--- src/rtl/sprite_blit.sv ---
module sprite_blit #(
  parameter int HA_W  = 24,
  parameter int LA_W  = 17,
  parameter int DIM_W = 10,
  parameter int STR_W = 12
) (
  input  logic             clk,
  input  logic             rst_n,
  input  logic             cmd_go,
  input  logic             cmd_internal,
  input  logic             cmd_to_local,
  input  logic [HA_W-1:0]  src_base,
  input  logic [HA_W-1:0]  dst_base,
  input  logic [DIM_W-1:0] width,
  input  logic [DIM_W-1:0] height,
  input  logic [STR_W-1:0] src_stride,
  input  logic [STR_W-1:0] dst_stride,
  input  logic             key_en,
  input  logic [7:0]       key,
  input  logic             gate_en,
  input  logic [7:0]       gate_lo,
  input  logic [7:0]       gate_hi,
  input  logic             coll_en,
  input  logic [7:0]       coll_lo,
  input  logic [7:0]       coll_hi,
  input  logic             coll_clr,
  output logic             busy,
  output logic             collision,
  output logic             h_req,
  output logic             h_we,
  output logic [HA_W-1:0]  h_addr,
  output logic [7:0]       h_wdata,
  input  logic             h_gnt,
  input  logic [7:0]       h_rdata,
  output logic [LA_W-1:0]  l_addr,
  output logic             l_we,
  output logic [7:0]       l_wdata,
  input  logic [7:0]       l_rdata
);
  typedef enum logic [3:0] {IDLE, HRD, LWR, LRD, LCAP, HWR, SRD, DRD, EVAL} st_t;
  st_t st, first;

  logic             int_q, to_loc_q, key_en_q, gate_en_q, coll_en_q;
  logic [7:0]       key_q, glo_q, ghi_q, clo_q, chi_q, pix;
  logic [HA_W-1:0]  src_row, dst_row, src_a, dst_a;
  logic [DIM_W-1:0] col, row, w_q, h_q;
  logic [STR_W-1:0] sstr_q, dstr_q;
  logic             step, transp, gate_ok, coll_in, eval_c;

  assign src_a   = src_row + HA_W'(col);
  assign dst_a   = dst_row + HA_W'(col);
  assign eval_c  = (st == EVAL);
  assign transp  = key_en_q && (pix == key_q);
  assign gate_ok = !gate_en_q || (l_rdata >= glo_q && l_rdata <= ghi_q);
  assign coll_in = coll_en_q && (l_rdata >= clo_q && l_rdata <= chi_q);
  assign step    = (st == LWR) || eval_c || (st == HWR && h_gnt);
  assign first   = int_q ? SRD : (to_loc_q ? HRD : LRD);

  assign busy    = (st != IDLE);
  assign h_req   = (st == HRD) || (st == HWR);
  assign h_we    = (st == HWR);
  assign h_addr  = (st == HRD) ? src_a : dst_a;
  assign h_wdata = pix;
  assign l_addr  = (st == SRD || st == LRD) ? src_a[LA_W-1:0] : dst_a[LA_W-1:0];
  assign l_we    = (st == LWR) || (eval_c && !transp && gate_ok);
  assign l_wdata = pix;

  always_ff @(posedge clk) begin
    if (!rst_n) begin
      st <= IDLE;
      {int_q, to_loc_q, key_en_q, gate_en_q, coll_en_q} <= '0;
      {key_q, glo_q, ghi_q, clo_q, chi_q, pix} <= '0;
      src_row <= '0; dst_row <= '0;
      col <= '0; row <= '0; w_q <= '0; h_q <= '0;
      sstr_q <= '0; dstr_q <= '0;
    end else begin
      case (st)
        IDLE: if (cmd_go && width != '0 && height != '0) begin
          int_q <= cmd_internal; to_loc_q <= cmd_to_local;
          key_en_q <= key_en; key_q <= key;
          gate_en_q <= gate_en; glo_q <= gate_lo; ghi_q <= gate_hi;
          coll_en_q <= coll_en; clo_q <= coll_lo; chi_q <= coll_hi;
          src_row <= src_base; dst_row <= dst_base;
          w_q <= width; h_q <= height; sstr_q <= src_stride; dstr_q <= dst_stride;
          col <= '0; row <= '0;
          st <= cmd_internal ? SRD : (cmd_to_local ? HRD : LRD);
        end
        HRD:  if (h_gnt) begin pix <= h_rdata; st <= LWR; end
        LRD:  st <= LCAP;
        LCAP: begin pix <= l_rdata; st <= HWR; end
        SRD:  st <= DRD;
        DRD:  begin pix <= l_rdata; st <= EVAL; end
        default: ;
      endcase
      if (step) begin
        if (col == w_q - 1'b1) begin
          col <= '0;
          if (row == h_q - 1'b1) st <= IDLE;
          else begin
            row <= row + 1'b1;
            src_row <= src_row + HA_W'(sstr_q);
            dst_row <= dst_row + HA_W'(dstr_q);
            st <= first;
          end
        end else begin
          col <= col + 1'b1;
          st <= first;
        end
      end
    end
  end

  always_ff @(posedge clk) begin
    if (!rst_n || coll_clr) collision <= 1'b0;
    else if (eval_c && !transp && coll_in) collision <= 1'b1;
  end
endmodule

--- config.mk ---
export PLATFORM = sky130hd
export DESIGN_NAME = sprite_blit
export DESIGN_NICKNAME = d
export VERILOG_FILES = /design/src/rtl/sprite_blit.sv
export SDC_FILE = /design/constraint.sdc
export NUM_CORES = 1
export LEC_CHECK = 0
export BUFFER_PORTS_ARGS = -buffer_cell sky130_fd_sc_hd__buf_2
export CAP_MARGIN = 40
export CORE_MARGIN = 1.5
export CORE_UTILIZATION = 46
export CTS_BUF_LIST = sky130_fd_sc_hd__clkbuf_16
export DETAILED_ROUTE_END_ITERATION = 12
export GPL_ROUTABILITY_DRIVEN = 0
export PLACE_DENSITY = 0.68
export SETUP_SLACK_MARGIN = 0.15
export SYNTH_ARGS = -nofsm -noshare
export SYNTH_HDL_FRONTEND = slang
export SYNTH_SLANG_ARGS = --single-unit
export TNS_END_PERCENT = 30
--- constraint.sdc ---
create_clock -name clk -period 7.6 [get_ports clk]
set_input_delay 0.76 -clock clk [delete_from_list [all_inputs] [get_ports clk]]
set_output_delay 0.76 -clock clk [all_outputs]
set_load 0.005 [all_outputs]
# Word level (Yosys, flattened, before mapping)
# Cells that the tools add are included.
# W data, S select, Z words.
[classes]
addsub = 8
n_lt_le_gt_ge = 4
n_eq_ne = 14
n_mux = 33
reduce_logical = 33
[op_table]
columns = ["cell", "count"]
rows = [
  ["$mux W24", 11],
  ["$mux W10", 9],
  ["$add A24 B10 Y24", 2],
  ["$add A24 B12 Y24", 2],
  ["$pmux W4 S6", 1],
  ["$add A10 B1 Y10 const B", 2],
  ["$eq A10 B10 Y1", 2],
  ["$reduce_bool A10 Y1", 2],
  ["$sub A10 B1 Y10 const B", 2],
  ["$mux W17", 1],
  ["$eq A4 B3 Y1 const B", 4],
  ["$ge A8 B8 Y1", 2],
  ["$le A8 B8 Y1", 2],
  ["$mux W4", 4],
  ["$pmux W8 S2", 1],
  ["$logic_and A1 B1 Y1", 10],
  ["$mux W3", 3],
  ["$eq A4 B2 Y1 const B", 2],
  ["$eq A8 B8 Y1", 1],
  ["$mux W8", 1],
  ["$logic_or A1 B1 Y1", 7],
  ["$reduce_bool A7 Y1", 1],
  ["$ne A3 B3 Y1 const B", 2],
  ["$reduce_and A2 Y1", 3],
  ["10 further kinds", 15],
]
[word_totals]
register_bits = 170
input_bits = 158
output_inout_bits = 62
elab_cells = 113

# Longest topological paths before layout
# Gate-level depths: netlist (run 1).
[depth]
ltp_word = 8
ltp_mapped = 13
depth_no_buf = 11

# Worst setup path before layout (run 1)
# No wires, ideal clock.
[synth_timing]
kind = "reg2reg"
startpoint = "register h_q[0]"
endpoint = "register dst_row[2]"
setup_time_ns = 0.070
arrival_time_ns = 2.969
t_required_ns = 7.530
slack_ns = 4.561
stages_incl_launch_ff = 11
path_buffers = 2
period_less_slack_ns = 3.039
cell_sequence = "dfxtp_1 inv_1 ha_1 or4b_2 o311a_1 a211oi_1 a2111o_1 buf_2 clkbuf_1 nand2_1 a21oi_1"
[synth_via]
elab_chain_len = 5
[synth_rtl]
columns = ["element", "line_no", "source"]
rows = [
  ["start: declaration", "46", "logic [DIM_W-1:0] col, row, w_q, h_q;"],
  ["start signal: assignment", "84", "w_q <= width; h_q <= height; sstr_q <= src_stride; dstr_q <= dst_stride;"],
  ["$sub A10 B1 Y10", "98", "if (row == h_q - 1'b1) st <= IDLE;"],
  ["$eq A10 B10 Y1", "98", ""],
  ["$mux W24", "98", ""],
  ["$mux W24", "96", "if (col == w_q - 1'b1) begin"],
  ["$mux W24", "95", "if (step) begin"],
  ["end signal: assignment", "83", "src_row <= src_base; dst_row <= dst_base;"],
  ["end signal: assignment", "102", "dst_row <= dst_row + HA_W'(dstr_q);"],
  ["end: declaration", "45", "logic [HA_W-1:0] src_row, dst_row, src_a, dst_a;"],
]
# No other way between the ends.
# A chain may end at the register's enable or synchronous reset.

# Worst setup path after layout (run 1)
[layout_timing]
startpoint = "register col[0]"
endpoint = "output h_addr[20]"
[layout_via]
elab_chain_len = 2
elab_cells_between_ends = 3
classes_between = "2 x add/sub; 1 x mux"
[layout_rtl]
columns = ["element", "line_no", "source"]
rows = [
  ["start: declaration", "46", ""],
  ["start signal: assignment", "106", "col <= col + 1'b1;"],
  ["$add A24 B10 Y24, on equally long branches", "51, 50", ""],
  ["$mux W24 *", "62", "assign h_addr = (st == HRD) ? src_a : dst_a;"],
  ["end: declaration", "31", "output logic [HA_W-1:0] h_addr,"],
]
# Mark *: on every way between the ends. The rest lies on a longest branch, timed or not.

==> impl_metrics.tcl, run 1 <==
set metrics [dict create \
    status "complete, no violations" \
    grt-ovfl-total 0 \
    clkSinkCount 170 \
    cts_resized 0 \
    synth_area_leader_cell "dfxtp_1" \
    synthTopCellsByArea "dfxtp_1 (29%), nand2_1 (9.8%), ha_1 (8.6%)" \
    clock_path_buffers 2 \
    fillers 2430 \
    worst_slew_pin_slew_ns 0.807 \
    path_max_fanout 6 \
    hold_start "key_en_q" \
    drt_first_pass_iters 7 \
    grt_max_degree 75 \
    p_comb_share_pct 39.6 \
    stdcell_count 2047 \
    cts_setup_buffers 0 \
    root_buffer "clkbuf_16" \
    p_clk_share_pct 25.9 \
    r2r_start "h_q[0]" \
    syn_to_final_growth_pct 16.7 \
    grt_pass1_wl_um 54000 \
    cp.required_ns 6.84 \
    r2r_cells 11 \
    cellLeakagePower_nw 5.82 \
    end_kind "output pin" \
    holdBufCountCts 0 \
    synth_edf_count 0 \
    p_switching_w 0.00145 \
    p_sw_share_pct 39.1 \
    dp.cells 2015 \
    vias 11512 \
    drc_errors 0 \
    numCtsBuffers 17 \
    top_usage_layer "met2" \
    grt_pass1_vias 10685 \
    layout.nets 1952 \
    synth_top_area_share_pct 29.3 \
    yosysUniqueCellTypes 73 \
    p_int_w 0.00226 \
    clk_transition_reported_paths_ns 0.07 \
    worst_clock_skew_ns 0.0131 \
    finalSetupViolations 0 \
    place_hpwl_um 24700 \
    synthArstFlopShare_pct 0 \
    tns_ns 0 \
    io_buffer_count 219 \
    viasPerCell 5.62 \
    drt_iter0_drc 824 \
    use_met2_pct 40.9 \
    ant_nets 0 \
    die_width_um 162 \
    path_class "reg2out" \
    start_kind "flip-flop" \
    cts_tree "yes" \
    cp.arrival_ns 3.28 \
    start_util_pct 47.4 \
    hold_ws_ns 0.455 \
    syn_area_um2 11600 \
    htree_levels 4 \
    finalHoldViolations 0 \
    use_met3_pct 3.40 \
    yosysSeqAreaShare_pct 29.3 \
    worstSkewPairLatency_ns 0.44 \
    dieArea_um2 26200 \
    r2r_slack_ns 3.95 \
    relSlewSlack_pct 46.1 \
    hp-class "reg2reg" \
    coreArea_um2 24500 \
    final_max_slew_viol_count 0 \
    grt.total_usage_pct 25.5 \
    fmaxAchievable_ghz 0.248 \
    rr_endpoint "src_row[21]" \
    finalCritPeriodShare_pct 53.1 \
    syn_inst 1551 \
    rows 57 \
    die_y_um 162 \
    drive_above_1_share_pct 17.1 \
    max-cap-violations 0 \
    synth_fp_nets 1793 \
    drt_wl_total_um 33400 \
    synth_seq_cells 170 \
    grt_antenna_before_repair 0 \
    avgSynthCellArea_um2 7.49 \
    hold_depth 2 \
    min_period_ns 4.04 \
    powerDensity_nw_per_um2 273 \
    vdd_ir_drop_max_mv 0.307 \
    seqPwrFrac_pct 34.5 \
    n_antenna_cell 0 \
    wire_per_inst_um 16.3 \
    grt_setup_unrepaired "no" \
    hold_end "key_en_q" \
    boundaryPins 220 \
    ys.flop_type "dfxtp_1" \
    globalRouteMet1Util_pct 36.4 \
    yosysWarnings 0 \
]
## sequential cells by signal, summed over array words and instances, names as in the netlist
| register | cells |
|---|---|
| clo_q | 8 |
| dstr_q | 12 |
| h_q | 10 |
| dst_row | 24 |
| key_en_q | 1 |
| collision | 1 |
| st | 4 |
| to_loc_q | 1 |
| col | 10 |
| ghi_q | 8 |
| w_q | 10 |
| src_row | 24 |
| key_q | 8 |
| coll_en_q | 1 |
| chi_q | 8 |
| gate_en_q | 1 |
| h_wdata | 8 |
| glo_q | 8 |
| int_q | 1 |
| sstr_q | 12 |
| row | 10 |
## cell usage after synthesis (5+ instances only)
| master | instances |
|---|---|
| nand3_1 | 40 |
| mux2_2 | 7 |
| or3_1 | 15 |
| a22oi_1 | 8 |
| mux2i_1 | 29 |
| buf_4 | 8 |
| o211ai_1 | 10 |
| buf_1 | 5 |
| ha_1 | 80 |
| nor4_1 | 11 |
| o311a_1 | 8 |
| xor2_1 | 46 |
| o21bai_1 | 12 |
| clkbuf_1 | 76 |
| nand2_1 | 304 |
| a21o_1 | 9 |
| nor2_1 | 100 |
| or2_2 | 7 |
| dfxtp_1 | 170 |
| nand4_1 | 17 |
| and2_1 | 10 |
| nand2b_1 | 12 |
| a311oi_1 | 13 |
| xnor2_1 | 48 |
| and3_1 | 23 |
| o21a_1 | 21 |
| o21ai_0 | 72 |
| a211oi_1 | 22 |
| nor2b_1 | 13 |
| a21oi_1 | 161 |
| inv_1 | 59 |
| nor3_1 | 32 |
| a31oi_1 | 25 |
## placed cells by master, fill, tap and decap left out, drive strengths merged, types with 46 or more instances in the layout
| cell type | Yosys | final |
|---|---|---|
| nor2 | 100 | 100 |
| o21ai | 73 | 73 |
| xnor2 | 48 | 48 |
| a21oi | 161 | 161 |
| xor2 | 46 | 46 |
| inv | 59 | 65 |
| nand2 | 304 | 304 |
| dfxtp | 170 | 170 |
| ha | 80 | 80 |
| buf | 17 | 233 |
## routing by layer
metal  vias to the layer above  part of all wire, %
met3                        24                  5.8
met2                       333                   45
met1                      5371                   48
met4                         0                  1.1
met5                         -                    0
li1                       5784                    -
## cell type report
cell class	instances	area, um^2	share of cell area [%]
Tap cell	324	405	2.99
Multi-Input combinational cell	1229	7640	56.4
Inverter	59	224	1.65
Clock inverter	15	209	1.54
Timing Repair Buffer	233	1250	9.21
Clock buffer	17	425	3.14
Sequential cell	170	3400	25.1
## per-stage QoR
step                      setup WS, ns  util, %  instance area, um^2  power [W]
after floorplan                   4.56        -                11600    0.00231
after global placement            3.89     52.3                12800    0.00270
after detailed placement          3.98     52.7                12900    0.00275
after CTS                         3.56     55.3                13600    0.00371
after global routing              3.25     55.3                13600    0.00396
final                             3.56     55.3                13600    0.00370
## cells by family (layout without fill, tap and decap cells)
group	count (synthesis)	in the layout	synth area share (%)
buffers and inverters	152	324	5.21
flip-flops	170	170	29.3
adder cells (fa/ha/maj)	84	84	9.31
AND/OR/NAND/NOR	601	601	23.2
multiplexers	36	36	3.18
AO/OA/AOI/OAI	413	413	22.5
XOR/XNOR	95	95	7.28
## critical path, cell delays in order, from the launching register on
cell	delay [ns]
dfxtp_1	0.48
ha_1	0.25
fa_1	0.21
a21oi_1	0.09
o21bai_1	0.22
nor4_1	0.10
o31ai_1	0.33
nand3_1	0.26
nor4_1	0.39
xnor2_1	0.12
a21oi_1	0.22
buf_2	0.16
## how the worst max path moves through the flow
stage / start / slack, ns / endpoint / depth (start not counted)
finish: col[0] / 3.56 / h_addr[20] / 11
global route: col[0] / 3.25 / h_addr[20] / 11
CTS: col[0] / 3.56 / h_addr[20] / 11
detailed placement: h_q[0] / 3.98 / src_row[21] / 11
global placement: h_q[0] / 3.89 / src_row[13] / 10
floorplan: h_q[0] / 4.56 / dst_row[2] / 10
## power groups by stage
stage / logic, W / registers, W / clock network (W)
3_5_place_dp: 0.00146 / 0.00129 / 0
3_3_place_gp: 0.00141 / 0.00129 / 0
4_1_cts: 0.00147 / 0.00127 / 0.000969
5_1_grt: 0.00165 / 0.00131 / 0.00100
2_1_floorplan: 0.00109 / 0.00121 / 0
6_report: 0.00147 / 0.00128 / 0.000959
(Power assumes the default switching activity.)
==> run 2: changes to the inputs <==
Settings changed: ABC_AREA set to 1.
Clock period 7.6 ns to 3.82 ns, I/O delays scaled along.
==> run 2 against run 1 <==
First-iteration DRC count increased by 32%. Core utilization decreased by 1.1 points. Critical path depth unchanged. Design area increased by 8.0%. Synthesized cell count increased by 32%.
==> impl_metrics.tcl, run 2 <==
set metrics [dict create \
    final_max_slew_viol_count 0 \
    status "complete, no violations" \
    end_kind "output pin" \
    worst_clock_skew_ns 0.0166 \
    numCtsBuffers 17 \
    min_period_ns 3.44 \
    drt_iter0_drc 1089 \
    start_util_pct 46.9 \
    path_class "reg2out" \
    hold_end "collision" \
    grt_pass1_vias 12704 \
    dieArea_um2 28600 \
    die_y_um 169 \
    yosysWarnings 0 \
    vias 13715 \
    synth_area_leader_cell "dfxtp_1" \
    reg_top3 "dst_row: 24 flops, src_row: 24 flops" \
    r2r_slack_ns 0.97 \
    p_comb_share_pct 45.5 \
    power_w 0.00803 \
    worst_slew_pin_slew_ns 0.860 \
    cts_tree "yes" \
    globalRouteMet1Util_pct 34.3 \
    multi_input_comb_area_um2 8130 \
    cp.required_ns 3.44 \
    hold_depth 3 \
    place_hpwl_um 29800 \
    clock_path_buffers 2 \
    clkSinkCount 170 \
    htree_levels 4 \
    yosysUniqueCellTypes 43 \
    wire_per_inst_um 15.2 \
    yosysSeqAreaShare_pct 26.8 \
    start_kind "flip-flop" \
    synth_edf_count 0 \
    layout.nets 2461 \
    root_buffer "clkbuf_16" \
    clk_transition_reported_paths_ns 0.08 \
    rr_endpoint "row[9]" \
    synthTopCellsByArea "dfxtp_1 (27%), nand2_1 (19%), ha_1 (7.9%)" \
    use_met3_pct 5.17 \
    synth_top_area_share_pct 26.8 \
    path_max_fanout 9 \
    finalCritPeriodShare_pct 90.1 \
    grt.total_usage_pct 27.5 \
    seqPwrFrac_pct 31.6 \
    cellLeakagePower_nw 7.30 \
    drive_above_1_share_pct 15.1 \
    holdBufCountCts 0 \
    hold_start "coll_clr" \
    synth_fp_nets 2282 \
    powerDensity_nw_per_um2 548 \
    final-seq-area_um2 3400 \
    syn_area_um2 12700 \
    grt-ovfl-total 0 \
    grt_max_degree 208 \
    relSlewSlack_pct 42.7 \
    finalSetupViolations 0 \
    max-cap-violations 0 \
    fillers 2827 \
    yosys-top-cells-count "nand2_1 (644), a21oi_1 (197), inv_1 (192)" \
    grt_pass1_wl_um 62800 \
    io_buffer_count 219 \
    cts_setup_buffers 0 \
    drt_first_pass_iters 7 \
    drt_wl_total_um 39300 \
    drc_errors 0 \
    p_clk_share_pct 22.9 \
    p_int_w 0.00447 \
    die_width_um 169 \
    synth_seq_cells 170 \
    grt_setup_unrepaired "no" \
    tns_ns 0 \
    syn_inst 2040 \
    cp.arrival_ns 3.06 \
    ys.flop_type "dfxtp_1" \
    layout_common_cells "nand2_1 (644), buf_2 (219), a21oi_1 (197)" \
    top_usage_layer "met2" \
    grt_antenna_before_repair 6 \
    syn_to_final_growth_pct 15.5 \
    layout_commonest_cell "nand2_1" \
    yosysMostFrequentCell "nand2_1" \
    r2r_start "w_q[0]" \
    coreArea_um2 27000 \
    p_sw_share_pct 44.3 \
    p_switching_w 0.00356 \
    use_met2_pct 48.1 \
    hp-class "in2reg" \
    synthArstFlopShare_pct 0 \
    worstSkewPairLatency_ns 0.44 \
    viasPerCell 5.32 \
    vdd_ir_drop_max_mv 0.384 \
    fmaxAchievable_ghz 0.291 \
    rows 60 \
    r2r_cells 14 \
    finalHoldViolations 0 \
    avgSynthCellArea_um2 6.22 \
    ant_nets 0 \
    boundaryPins 220 \
]
[run 2: cell count changes after synthesis, moves of 29 or more]
cell / previous run / this run
nand3_1: 40 / 100
nand2_1: 304 / 644
o21ai_0: 72 / 162
a21oi_1: 161 / 197
nor2_1: 100 / 181
xnor2_1: 48 / 18
mux2i_1: 29 / 0
clkbuf_1: 76 / 39
inv_1: 59 / 192
[run 2: cells by family (layout without fill, tap and decap cells)]
| logic type | Yosys count | after routing | share of synthesized area [%] |
|---|---|---|---|
| buf+inv | 281 | 473 | 9.16 |
| xor+xnor | 74 | 74 | 5.11 |
| fa+ha+maj | 84 | 84 | 8.52 |
| compound gates | 414 | 414 | 17.3 |
| flops | 170 | 170 | 26.8 |
| simple gates | 1017 | 1017 | 33.1 |
| other cells | 0 | 3 | 0 |
[run 2: cell type report]
type                    instances  share of cell area [%]
multi-input cells            1589                    55.5
flip-flops and latches        170                    23.2
repair buffers                235                    8.87
inverters                     206                    5.28
well taps                     341                    2.91
clock buffers                  17                    2.90
clock inverters                15                    1.26
diodes                          3                  0.0512
[run 2: what timing repair did]
action                                  in CTS  in global routing
endpoints found under the setup margin       0                  7
resized for setup                            0                  1
hold endpoints to repair                     0                  0
[run 2: routing by layer]
| layer | up-vias | routed length [um] |
|---|---|---|
| met5 | - | 34 |
| met4 | 6 | 988 |
| met3 | 69 | 2790 |
| met2 | 455 | 18200 |
| met1 | 6212 | 17200 |
| li1 | 6973 | - |
[run 2: through the flow]
| step | util, % | hold WS [ns] | cell area, um^2 | setup slack, ns | instances |
|---|---|---|---|---|---|
| after global routing | 54.2 | 0.186 | 14600 | 0.160 | 2574 |
| after global placement | 51.7 | 0.431 | 14000 | 0.769 | 2538 |
| final | 54.2 | 0.168 | 14700 | 0.379 | 2576 |
| after CTS | 54.2 | 0.165 | 14600 | 0.237 | 2573 |
| after floorplan | - | 0.433 | 12700 | 1.32 | 2040 |
| after detailed placement | 51.9 | 0.439 | 14000 | 0.695 | 2541 |
[run 2: critical path, stage by stage (launching register included)]
cell and delay (ns):
dfxtp_1 0.52, ha_1 0.35, nand2_1 0.11, nor2_1 0.05, nor3b_1 0.49, o21ai_0 0.29
nand2_1 0.16, nand2_1 0.17, nand3_1 0.11, nand2_1 0.05, o21ai_0 0.17, buf_2 0.15
[run 2: worst max path at each step]
stage / from / to / slack [ns]
after CTS: col[0] / l_addr[16] / 0.24
final: col[3] / h_addr[19] / 0.38
after global placement: col[0] / l_addr[16] / 0.77
after global routing: col[3] / h_addr[19] / 0.16
after floorplan: col[0] / l_addr[16] / 1.32
after detailed placement: col[0] / l_addr[16] / 0.69
[run 2: power by group through the flow]
stage	Sequential [W]	Clock (W)	Combinational [W]
floorplan	0.00245	0	0.00270
global placement	0.00256	0	0.00353
detailed placement	0.00257	0	0.00362
CTS	0.00253	0.00186	0.00364
global route	0.00259	0.00194	0.00416
finish	0.00254	0.00184	0.00365
==> run 3: changes to the inputs <==
Settings changed: PLACE_DENSITY 0.68 to 0.72.
==> run 3 against run 2 <==
Cell count down 0.16%. Maximum frequency down 1.3%. Register-to-register slack better by 0.08 ns. Sequential share of layout area up 0.090 points. Non-clock buffer count down 3. Clock power about the same. Power up 0.38%. Highest routed layer unchanged.
==> impl_metrics.tcl, run 3 (synthesized netlist as in run 2, its figures left out) <==
set metrics [dict create \
    cts_tree "yes" \
    grt.total_usage_pct 27.7 \
    use_met2_pct 46.9 \
    cp_num_cells 13 \
    start_kind "flip-flop" \
    worst_slew_pin_slew_ns 0.788 \
    cts_resized 0 \
    clk_transition_reported_paths_ns 0.08 \
    place_hpwl_um 29700 \
    cts_setup_buffers 0 \
    vdd_ir_drop_max_mv 0.475 \
    min_period_ns 3.49 \
    fillers 2719 \
    p_comb_share_pct 45.3 \
    status "complete, no violations" \
    drt_first_pass_iters 6 \
    layout_common_cells "nand2_1 (644), buf_2 (219), a21oi_1 (197)" \
    hold_ws_ns 0.181 \
    holdBufCountCts 0 \
    numCtsBuffers 17 \
    relSlewSlack_pct 47.4 \
    final-seq-area_um2 3400 \
    syn_to_final_growth_pct 15.0 \
    hp-class "in2reg" \
    hold_depth 3 \
    finalSetupViolations 0 \
    finalCritPeriodShare_pct 91.3 \
    powerDensity_nw_per_um2 553 \
    start_util_pct 46.9 \
    crit_top_cell "nand2_1" \
    path_cells "ha_1 -> fa_1 -> nand3_1 -> nand2_1 -> a21boi_0 -> o21ai_0 -> nand2_1 -> nand2_1 -> inv_1 -> o21ai_0 -> nand3_1 -> nand2_1 -> buf_2" \
    grt_setup_unrepaired "yes" \
    reg_top3 "dst_row: 24 flops, src_row: 24 flops" \
    clock_path_buffers 2 \
    cellLeakagePower_nw 7.29 \
    p_sw_share_pct 44.1 \
    vias 13754 \
    dieArea_um2 28600 \
    viasPerCell 5.35 \
    path_class "reg2out" \
    cp.required_ns 3.44 \
    fmaxAchievable_ghz 0.287 \
    cp_num_buf_inv 2 \
    drive_above_1_share_pct 15.1 \
    path_max_fanout 8 \
    seqPwrFrac_pct 31.5 \
    grt_max_degree 158 \
    tns_ns 0 \
    use_met3_pct 7.53 \
    coreArea_um2 27000 \
    multi_input_comb_area_um2 8140 \
    die_width_um 169 \
    layout_commonest_cell "nand2_1" \
    grt_antenna_before_repair 10 \
    p_clk_share_pct 23.1 \
    worst_clock_skew_ns 0.0233 \
    io_buffer_count 219 \
    clkSinkCount 170 \
    p_switching_w 0.00356 \
    max_stage_delay_ns 0.48 \
    worstSkewPairLatency_ns 0.44 \
    boundaryPins 220 \
    cp.arrival_ns 3.11 \
    finalHoldViolations 0 \
    rows 60 \
    drt_iter0_drc 1199 \
    wire_per_inst_um 15.4 \
    drt_wl_total_um 39500 \
    root_buffer "clkbuf_16" \
    r2r_cells 15 \
    final_max_slew_viol_count 0 \
    power_w 0.00806 \
    max-cap-violations 0 \
    drc_errors 0 \
    grt-ovfl-total 0 \
    top_usage_layer "met2" \
    end_kind "output pin" \
    cp_slowest_cell "dfxtp_1" \
    die_y_um 169 \
    grt_pass1_wl_um 63200 \
    layout.nets 2458 \
    ant_nets 0 \
    htree_levels 4 \
    crit_family "compound AO/OA/AOI/OAI gates" \
    p_int_w 0.00451 \
    globalRouteMet1Util_pct 33.4 \
    grt_pass1_vias 12992 \
]
## run 3: area by class of cell
cell class              instances  share of cell area, %
diodes                          3                 0.0514
flip-flops and latches        170                   23.3
multi-input cells            1589                   55.7
repair buffers                232                   8.49
clock buffers                  17                   2.91
clock inverters                14                   1.26
well taps                     341                   2.92
inverters                     206                   5.30
## run 3: worst paths after layout
| check | from | to | slack (ns) |
|---|---|---|---|
| setup / recovery | col[0] | l_addr[12] | 0.33 |
| setup reg to reg | dst_row[0] | dst_row[22] | 1.05 |
| hold / removal | dst_stride[7] | dstr_q[7] | 0.18 |
| hold reg to reg | collision | collision | 0.46 |
## run 3: metal layers
layer | part of all wire (%) | routed length [um] | up-vias
li1 | - | - | 6967
met1 | 42 | 16700 | 6137
met2 | 45 | 18000 | 541
met3 | 8.7 | 3420 | 97
met4 | 3.4 | 1330 | 12
met5 | 0.24 | 93 | -
## run 3: power by group through the flow
stage	Clock, W	Sequential [W]	Combinational, W
2_1_floorplan	0	0.00245	0.00270
3_3_place_gp	0	0.00257	0.00352
3_5_place_dp	0	0.00258	0.00360
4_1_cts	0.00190	0.00254	0.00362
5_1_grt	0.00196	0.00259	0.00416
6_report	0.00187	0.00254	0.00365
## run 3: worst reg2reg max path, cell delays in order (launching register included)
cell and delay (ns):
dfxtp_1 0.36, ha_1 0.19, inv_1 0.06, fa_1 0.41
o21ai_0 0.57, nand2_1 0.10, nand2_1 0.17, nand2_1 0.07
nand2_1 0.12, nand2_1 0.10, nand2_1 0.17, nand3_1 0.12
nand2_1 0.08, nand2_1 0.04, nor2_1 0.08, nor2_1 0.04
## run 3: per-stage QoR
stage               setup slack, ns  instances  area [um^2]  util, %
global route                  0.150       2570        14600     54.0
global placement              0.809       2537        13900     51.6
detailed placement            0.749       2538        14000     51.7
floorplan                      1.32       2040        12700        -
CTS                           0.291       2569        14600     54.0
finish                        0.333       2572        14600     54.0
